`src/rtl/osc_pkg.sv`:
```
package osc_pkg;
    localparam int ACC_W    = 24;
    localparam int FREQ_W   = 16;
    localparam int OUT_W    = 12;
    localparam int LFSR_W   = 23;
    localparam int STEP_BIT = 19;
    localparam int TAP_HI   = 22;
    localparam int TAP_LO   = 17;
    localparam logic [LFSR_W-1:0] NOISE_SEED = 23'h5A5A5A;

    localparam int NOISE_LSB  = LFSR_W - OUT_W;
    localparam int OUT_TAP_HI = TAP_HI - NOISE_LSB;
    localparam int OUT_TAP_LO = TAP_LO - NOISE_LSB;
    localparam int N_WAVES    = 4;

    typedef logic [OUT_W-1:0] sample_t;

    typedef struct packed {
        logic noise;
        logic pulse;
        logic ramp;
        logic tri_en;
    } wave_sel_t;

    typedef struct packed {
        sample_t noise;
        sample_t pulse;
        sample_t ramp;
        sample_t tri_w;
    } wave_set_t;

    function automatic sample_t fold_triangle(input logic [ACC_W-1:0] ph);
        sample_t t;
        t = ph[ACC_W-2 -: OUT_W];
        return ph[ACC_W-1] ? ~t : t;
    endfunction
endpackage

```
`src/rtl/osc_phase_accum.sv`:
```
module osc_phase_accum
    import osc_pkg::*;
(
    input  logic              clk,
    input  logic              rst,
    input  logic              hold,
    input  logic [FREQ_W-1:0] incr,
    output logic [ACC_W-1:0]  phase
);
    always_ff @(posedge clk) begin
        if (rst || hold) phase <= '0;
        else             phase <= phase + ACC_W'(incr);
    end

    assert_phase_step_R2: assert property (@(posedge clk) disable iff (rst)
        !hold |=> phase == $past(phase) + ACC_W'($past(incr)));
    assert_hold_zero_R9: assert property (@(posedge clk) disable iff (rst)
        hold |=> phase == '0);
endmodule

```
`src/rtl/osc_noise_lfsr.sv`:
```
module osc_noise_lfsr
    import osc_pkg::*;
(
    input  logic              clk,
    input  logic              rst,
    input  logic              reload,
    input  logic              clk_bit,
    input  logic              fb_bit,
    output logic [LFSR_W-1:0] state
);
    logic prev_bit;
    logic step;

    assign step = clk_bit & ~prev_bit;

    always_ff @(posedge clk) begin
        if (rst || reload) begin
            state    <= NOISE_SEED;
            prev_bit <= 1'b0;
        end else begin
            prev_bit <= clk_bit;
            if (step) state <= {state[LFSR_W-2:0], fb_bit};
        end
    end

    assert_lfsr_still_R7: assert property (@(posedge clk) disable iff (rst)
        (!step && !reload) |=> $stable(state));
    assert_lfsr_seed_R9: assert property (@(posedge clk) disable iff (rst)
        reload |=> state == NOISE_SEED);
endmodule

```
`src/rtl/osc_wave_shaper.sv`:
```
module osc_wave_shaper
    import osc_pkg::*;
(
    input  logic [ACC_W-1:0]  phase,
    input  logic [LFSR_W-1:0] noise_state,
    input  sample_t           width,
    input  wave_sel_t         sel,
    output sample_t           mixed
);
    wave_set_t waves;
    sample_t   ramp_v;
    logic [N_WAVES-1:0] sel_bits;
    sample_t   stage [N_WAVES+1];

    assign ramp_v      = phase[ACC_W-1 -: OUT_W];
    assign waves.ramp  = ramp_v;
    assign waves.tri_w = fold_triangle(phase);
    assign waves.pulse = (ramp_v >= width) ? '1 : '0;
    assign waves.noise = noise_state[LFSR_W-1 -: OUT_W];
    assign sel_bits    = sel;

    assign stage[0] = '1;
    for (genvar i = 0; i < N_WAVES; i++) begin : g_and
        sample_t src;
        assign src = waves[i*OUT_W +: OUT_W];
        assign stage[i+1] = sel_bits[i] ? (stage[i] & src) : stage[i];
    end

    assign mixed = (sel_bits == '0) ? '0 : stage[N_WAVES];

    always_comb begin
        assert_pulse_level_R4: assert (waves.pulse == '0 || waves.pulse == '1);
    end
endmodule

```
`src/rtl/multi_wave_osc.sv`:
```
module multi_wave_osc
    import osc_pkg::*;
(
    input  logic        clk,
    input  logic        rst,
    input  logic [15:0] freq_word,
    input  logic [11:0] pulse_width,
    input  logic [3:0]  wave_sel,
    input  logic        test_hold,
    output logic [11:0] wave_out
);
    logic [ACC_W-1:0]  phase;
    logic [LFSR_W-1:0] noise_state;
    wave_sel_t         sel;
    sample_t           mixed;
    logic              fb_bit;

    assign sel = wave_sel_t'(wave_sel);

    osc_phase_accum u_acc (
        .clk(clk), .rst(rst), .hold(test_hold),
        .incr(freq_word), .phase(phase)
    );

    assign fb_bit = sel.noise ? (mixed[OUT_TAP_HI] ^ mixed[OUT_TAP_LO])
                              : (noise_state[TAP_HI] ^ noise_state[TAP_LO]);

    osc_noise_lfsr u_lfsr (
        .clk(clk), .rst(rst), .reload(test_hold),
        .clk_bit(phase[STEP_BIT]), .fb_bit(fb_bit), .state(noise_state)
    );

    osc_wave_shaper u_shape (
        .phase(phase), .noise_state(noise_state), .width(pulse_width),
        .sel(sel), .mixed(mixed)
    );

    assign wave_out = mixed;

    assert_silent_none_R5: assert property (@(posedge clk) disable iff (rst)
        wave_sel == 4'd0 |-> wave_out == 12'd0);
    assert_ramp_after_reset_R1: assert property (@(posedge clk)
        rst |=> (wave_sel != 4'b0010 || wave_out == 12'd0));
endmodule

```
`config.mk`:
```
export PLATFORM = sky130hd
export DESIGN_NAME = multi_wave_osc
export DESIGN_NICKNAME = d
export VERILOG_FILES = /design/src/rtl/osc_pkg.sv /design/src/rtl/osc_phase_accum.sv /design/src/rtl/osc_noise_lfsr.sv /design/src/rtl/osc_wave_shaper.sv /design/src/rtl/multi_wave_osc.sv
export SDC_FILE = /design/constraint.sdc
export NUM_CORES = 1
export LEC_CHECK = 0
export ABC_AREA = 1
export BUFFER_PORTS_ARGS = -buffer_cell sky130_fd_sc_hd__buf_2
export CAP_MARGIN = 10
export CORE_MARGIN = 3
export CORE_UTILIZATION = 41
export DETAILED_ROUTE_END_ITERATION = 12
export GPL_TIMING_DRIVEN = 0
export PLACE_DENSITY = 0.67
export SLEW_MARGIN = 20
export SYNTH_ARGS = -nofsm -noshare
export SYNTH_HDL_FRONTEND = slang
export SYNTH_SLANG_ARGS = --single-unit
export TNS_END_PERCENT = 50
```
`constraint.sdc`:
```
create_clock -name clk -period 4.3 [get_ports clk]
set_input_delay 0.215 -clock clk [delete_from_list [all_inputs] [get_ports clk]]
set_output_delay 0.215 -clock clk [all_outputs]
set_load 0.01 [all_outputs]
```
==> impl_metrics.tcl, run 1 <==
set metrics [dict create \
    status "completed" \
    ys_warn_count 0 \
    seq_area_frac_synth_pct 29.0 \
    required_ps 4090 \
    gp_congestion 0.856 \
    post-cts-setup-buffer-count 0 \
    clk_pin_slew_ps 90 \
    cts_buffer_depth 2 \
    min_path_type "primary input to flop" \
    cp_max_fo 10 \
    sw_frac_of_total_pct 28.1 \
    multi_input_area_mm2 0.00204 \
    crit_family "simple AND/OR/NAND/NOR gates" \
    cts_hold_buffers 0 \
    switchingPower_mw 0.300 \
    cp_data_arrival_time_ps 2210 \
    num_io_pins 47 \
    synth_top_family_by_area "simple AND/OR/NAND/NOR gates" \
    pwr-share-clk_pct 37.1 \
    drt-vias-per-instance 5.05 \
    syn_to_final_growth_pct 14.9 \
    drc 0 \
    wl_met1_mm 3.90 \
    final_cell_mix "100 x nand2_1, 65 x nor2_1, 61 x inv_1" \
    core_mm2 0.00781 \
    grt_remaining_overflow 0 \
    ff_latch_area_um2 961 \
    diodes 0 \
    fin_cells 649 \
    antenna_found_initial 0 \
    synth.top_cells.by_area "dfxtp_1 29%, nand2_1 11%, ha_1 11%" \
    clkSinkCount 48 \
    fin_tns_setup_ps 0 \
    syn_area_mm2 0.00332 \
    drv_cap 0 \
    die_h_um 96.0 \
    synth_fa_ha_area_share_pct 11.2 \
    cts-root-buf "clkbuf_8" \
    grtUsageTotal_pct 18.4 \
    syn-instance-count 493 \
    setup_slack_ps 1880 \
    netlist.area_leader.share_pct 29.0 \
    cts_made_buffers 5 \
    io_buffers 46 \
    intPower_mw 0.769 \
    post-route-period-util_pct 56.3 \
    ir_drop_mv 0.155 \
    crit_chain "ha_1 -> nand2_1 -> nor2_1 -> inv_1 -> nor2_1 -> nand2_1 -> nand2_1 -> inv_2 -> buf_4 -> nor4_2 -> buf_2" \
    final_core_util_pct 48.8 \
    drtIter0Drc 155 \
    cpMostUsedCell "nand2_1" \
    layout_min_cycle_time_ps 2420 \
    grt_pass1_vias 2939 \
    p_per_area_mw_per_mm2 280 \
    dieArea_mm2 0.00921 \
    ant_nets 0 \
    layout_commonest_cell "nand2_1" \
    grt_max_degree 17 \
    synth_xor_area_share_pct 0.528 \
    synth_area_per_cell_um2 6.73 \
    fp.dieW_um 96.0 \
    tightest_slew_ps 553 \
    max_stage_delay_ps 400 \
    clk_latency_ps 310 \
    hold_viol_final 0 \
    crit_buf_inv 4 \
    fill_cells 817 \
    start_util_pct 42.5 \
    seq_power_share_pct 43.5 \
    final_layout_size_suffix_gt1_share_pct 17.2 \
    dpl.cell_count 641 \
    synth-simple-area-share_pct 31.6 \
    finalSetupViolCount 0 \
    slowest_stage "dfxtp_1" \
    dr_wl_met2_mm 3.82 \
    vias 3278 \
    crit_type "flop to primary output" \
    cts_max_level 2 \
    ys_seq_elements 48 \
    routed-wl-met3_um 363 \
    grt_pass1_wl_mm 13.4 \
    leakage_nw 1.92 \
    combPwrFrac_pct 19.4 \
    hold_slack_ps 273 \
    ys_types 39 \
    skew_ps 13.4 \
    start_kind "flop" \
    rsz0062_at_grt "false" \
    cts_tree "yes" \
    top_layer "met4" \
    slew_headroom_pct 63.1 \
    firstDrtPassIters 5 \
    routedWlPerCell_um 12.6 \
    hpwlAfterDp_mm 6.31 \
    final_max_slew_viol_count 0 \
    rows 32 \
    end_kind "primary output" \
    syn-num-nets 557 \
    fin_nets 610 \
    fmax_mhz 413 \
    synth_top_area_cell "dfxtp_1" \
    wirelength_mm 8.15 \
    dp_slack_ps 2200 \
    postCtsResizedCells 0 \
    synth-compound-area-share_pct 18.1 \
    synthMuxAreaShare_pct 0 \
]
-- area by class of cell --
cell class,instances,area share (%)
multi-input combinational,365,53.4
sequential,48,25.2
inverter,64,6.30
timing repair buffer,46,6.04
tap,102,3.35
buffer,16,2.10
clock buffer,5,1.80
clock inverter,3,1.80
-- sequential cells by signal, indices dropped and copies added, names as in the netlist --
name	count
u_acc.phase	24
u_lfsr.state	23
u_lfsr.prev_bit	1
-- Yosys cell counts --
cell	instances
clkbuf_1	7
nor2_1	65
o21bai_2	1
nand3b_1	1
or2_2	1
nor4_1	2
a31oi_1	1
o21ai_1	5
a2111oi_2	1
nand4_1	2
nand2_1	100
nor3_2	1
and2_1	1
dfxtp_1	48
o21ai_2	1
nand3_2	2
nor3_1	5
o22ai_1	13
a21oi_2	2
o21ai_0	33
o211ai_1	1
a21oi_1	42
nand3_1	28
inv_1	61
nand2_2	5
a21o_1	3
ha_1	28
nor4_2	9
nand3b_2	1
buf_4	1
buf_2	7
nor3b_2	1
inv_2	3
xnor2_1	2
nor2_2	2
fa_1	1
buf_6	1
o21a_1	4
or2_4	1
-- through the flow --
step	power [mW]	cell area [um2]
final	1.07	3810
after global routing	1.12	3810
after CTS	1.08	3810
after detailed placement	0.681	3680
after global placement	0.677	3680
after floorplan	0.622	3320
-- power groups by stage --
| stage | Sequential [mW] | Combinational, mW | Clock, mW |
|---|---|---|---|
| after floorplan | 0.471 | 0.151 | 0 |
| after global placement | 0.475 | 0.201 | 0 |
| after detailed placement | 0.476 | 0.206 | 0 |
| after CTS | 0.465 | 0.207 | 0.403 |
| after global routing | 0.467 | 0.237 | 0.416 |
| final | 0.465 | 0.207 | 0.396 |
-- worst paths after layout --
path / from / to / slack (ps) / cells after the start
worst max register to register: u_acc.phase[0]$_SDFF_PP0_ / u_acc.phase[14]$_SDFF_PP0_ / 2210 / 11
worst max-delay path: u_acc.phase[21]$_SDFF_PP0_ / wave_out[4] / 1880 / 11
worst min-delay path: freq_word[0] / u_acc.phase[0]$_SDFF_PP0_ / 270 / 4
worst min register to register: u_lfsr.state[6]$_SDFFE_PP1P_ / u_lfsr.state[6]$_SDFFE_PP1P_ / 470 / 2
-- worst min-delay path, cell delays in order --
cell and delay [ps]:
buf_2 90, ha_1 120, inv_1 30, nor2_1 80
-- cell families after synthesis --
| group | after synthesis |
|---|---|
| flops | 48 |
| compound gates | 107 |
| fa+ha+maj | 29 |
| buf+inv | 80 |
| xor+xnor | 2 |
| simple gates | 227 |
-- per-layer routing --
layer  vias up  track usage, %
met5         -               0
met4         0            4.03
met3         7            2.66
met2        71            31.5
met1      1459            24.5
li1       1741               -
(Power assumes the default switching activity.)
==> run 2: changes to the inputs <==
PLACE_DENSITY = 0.7   (was 0.67)
clock period = 1.95 ns   (was 4.3 ns; I/O delays follow)
==> run 2 against run 1 <==
Via count is 3.9% higher. First-iteration DRC count is 40% higher. Routed wire length is 9.1% higher. Clock skew is 2.2 ps lower. Global-route usage is 1.2 points higher. Sequential share of layout area is 1.6 points lower. Flip-flop and latch count stayed put. Worst setup slack worse by 2000 ps. Final cell count is 2.5% higher. Power is 110% higher. Critical path depth stayed put. The flow now finishes with violations (negative setup slack).
==> impl_metrics.tcl, run 2 (synthesis gave the netlist of run 1 again) <==
set metrics [dict create \
    status "finished, violations left" \
    violations "negative setup slack" \
    timing.rr.start "u_acc.phase[23]$_SDFF_PP0_" \
    slew_headroom_pct 66.7 \
    setup_slack_ps -83.7 \
    ir_drop_mv 0.308 \
    grtUsageTotal_pct 19.6 \
    ant_nets 0 \
    use_met3_pct 2.42 \
    drv_cap 0 \
    tightest_slew_ps 500 \
    cts_tree "yes" \
    min_path_type "primary input to flop" \
    finalSetupViolCount 12 \
    firstDrtPassIters 5 \
    fp.dieW_um 96.0 \
    post-route-period-util_pct 104 \
    syn_to_final_growth_pct 26.8 \
    hpwlAfterDp_mm 6.46 \
    antenna_found_initial 0 \
    diodes 0 \
    cts_buffer_depth 2 \
    rsz0062_at_grt "true" \
    cts_max_level 2 \
    clkSinkCount 48 \
    grt_pass1_vias 3140 \
    leakage_nw 2.02 \
    reg2reg_slack_ps -20 \
    rows 32 \
    dpl.cell_count 641 \
    dieArea_mm2 0.00921 \
    cts-root-buf "clkbuf_8" \
    core_mm2 0.00781 \
    fin_tns_setup_ps -575 \
    cp_data_arrival_time_ps 1940 \
    skew_ps 11.3 \
    crit_path_start "u_acc.phase[19]$_SDFF_PP0_" \
    cp_max_fo 5 \
    r2r_cells 14 \
    clk_latency_ps 310 \
    top_usage_layer "met2" \
    required_ps 1850 \
    reg_top3 "u_acc.phase (24), u_lfsr.state (23), u_lfsr.prev_bit (1)" \
    gp_congestion 0.867 \
    endpoint "wave_out[5]" \
    fill_cells 757 \
    crit_type "flop to primary output" \
    clk_pin_slew_ps 100 \
    io_buffers 46 \
    fmax_mhz 492 \
    drtIter0Drc 217 \
    die_h_um 96.0 \
    p_per_area_mw_per_mm2 525 \
    fin_cells 665 \
    wirelength_mm 8.89 \
    grt_max_degree 15 \
    start_kind "flop" \
    vias 3405 \
    hold_viol_final 0 \
    use_met1_pct 25.3 \
    final_cell_mix "95 x nand2_1, 62 x nor2_1, 59 x inv_1" \
    reg2reg_to "u_lfsr.state[0]$_SDFFE_PP0P_" \
    start_util_pct 42.5 \
    cts_made_buffers 5 \
    hold_slack_ps 150 \
    largest-register "u_acc.phase" \
    final_max_slew_viol_count 0 \
    grt_remaining_overflow 0 \
    layout_min_cycle_time_ps 2030 \
    largest_reg_flops 24 \
    routedWlPerCell_um 13.4 \
    num_io_pins 47 \
    grt_pass1_wl_mm 14.2 \
    power_mw 2.21 \
    end_kind "primary output" \
    drt-vias-per-instance 5.12 \
    layout_commonest_cell "nand2_1" \
    grt_use_met2_pct 33.8 \
    final_layout_size_suffix_gt1_share_pct 25.6 \
    final_core_util_pct 53.9 \
    fin_nets 627 \
    drc 0 \
]
[run 2: how the worst min path moves through the flow]
stage / from / to / cells past startpoint
CTS: freq_word[11] / u_acc.phase[11]$_SDFF_PP0_ / 3
floorplan: wave_sel[3] / u_lfsr.state[0]$_SDFFE_PP0P_ / 3
global route: freq_word[13] / u_acc.phase[13]$_SDFF_PP0_ / 3
finish: freq_word[13] / u_acc.phase[13]$_SDFF_PP0_ / 3
global placement: u_lfsr.state[9]$_SDFFE_PP1P_ / u_lfsr.state[9]$_SDFFE_PP1P_ / 2
detailed placement: u_lfsr.state[1]$_SDFFE_PP1P_ / u_lfsr.state[1]$_SDFFE_PP1P_ / 2
[run 2: power by group]
| group | internal [mW] | switching, mW | leakage, nW | total (mW) |
|---|---|---|---|---|
| sequential | 0.999 | 0.0186 | 0.397 | 1.02 |
| clock | 0.284 | 0.353 | 0.0473 | 0.637 |
| combinational | 0.222 | 0.333 | 1.58 | 0.555 |
| total | 1.51 | 0.705 | 2.02 | 2.21 |
[run 2: layer usage]
metal  vias up  part of all wire (%)
li1       1769                     -
met1      1535                    45
met2        92                    49
met3         9                   4.5
met4         0                   1.8
met5         -                     0
[run 2: metrics by stage]
stage / area [um2] / worst slack (ps)
floorplan: 3320 / 97.5
global placement: 3680 / -93.6
detailed placement: 3680 / -119
CTS: 4070 / -159
global route: 4210 / -184
finish: 4210 / -83.7
[run 2: timing repair]
| item | 4_1_cts | 5_1_grt |
|---|---|---|
| pin swaps | 13 | 8 |
| hold endpoints to repair | 0 | 0 |
| gates cloned | 1 | 0 |
| endpoints found under the setup margin | 18 | 23 |
| gates resized for setup | 43 | 21 |
| hold buffers | 0 | 0 |
| buffers inserted | 11 | 5 |
[run 2: critical path, stage by stage (launching register included)]
cell,delay (ps)
dfxtp_4,370
ha_4,260
nand2_1,40
inv_1,70
nand3_1,60
nor2_1,100
nand2_1,70
nand2_2,100
inv_4,70
buf_12,140
nor4_4,160
buf_2,180
[run 2: cell type report]
type                            count  area, um2  share of cell area, %
Multi-Input combinational cell    365       2280                   54.1
Buffer                             16       92.6                   2.20
Inverter                           64        245                   5.83
Timing Repair Buffer               63        382                   9.07
Clock buffer                        6       82.6                   1.96
Clock inverter                      1       8.76                  0.208
Tap cell                          102        128                   3.03
Sequential cell                    48        992                   23.6
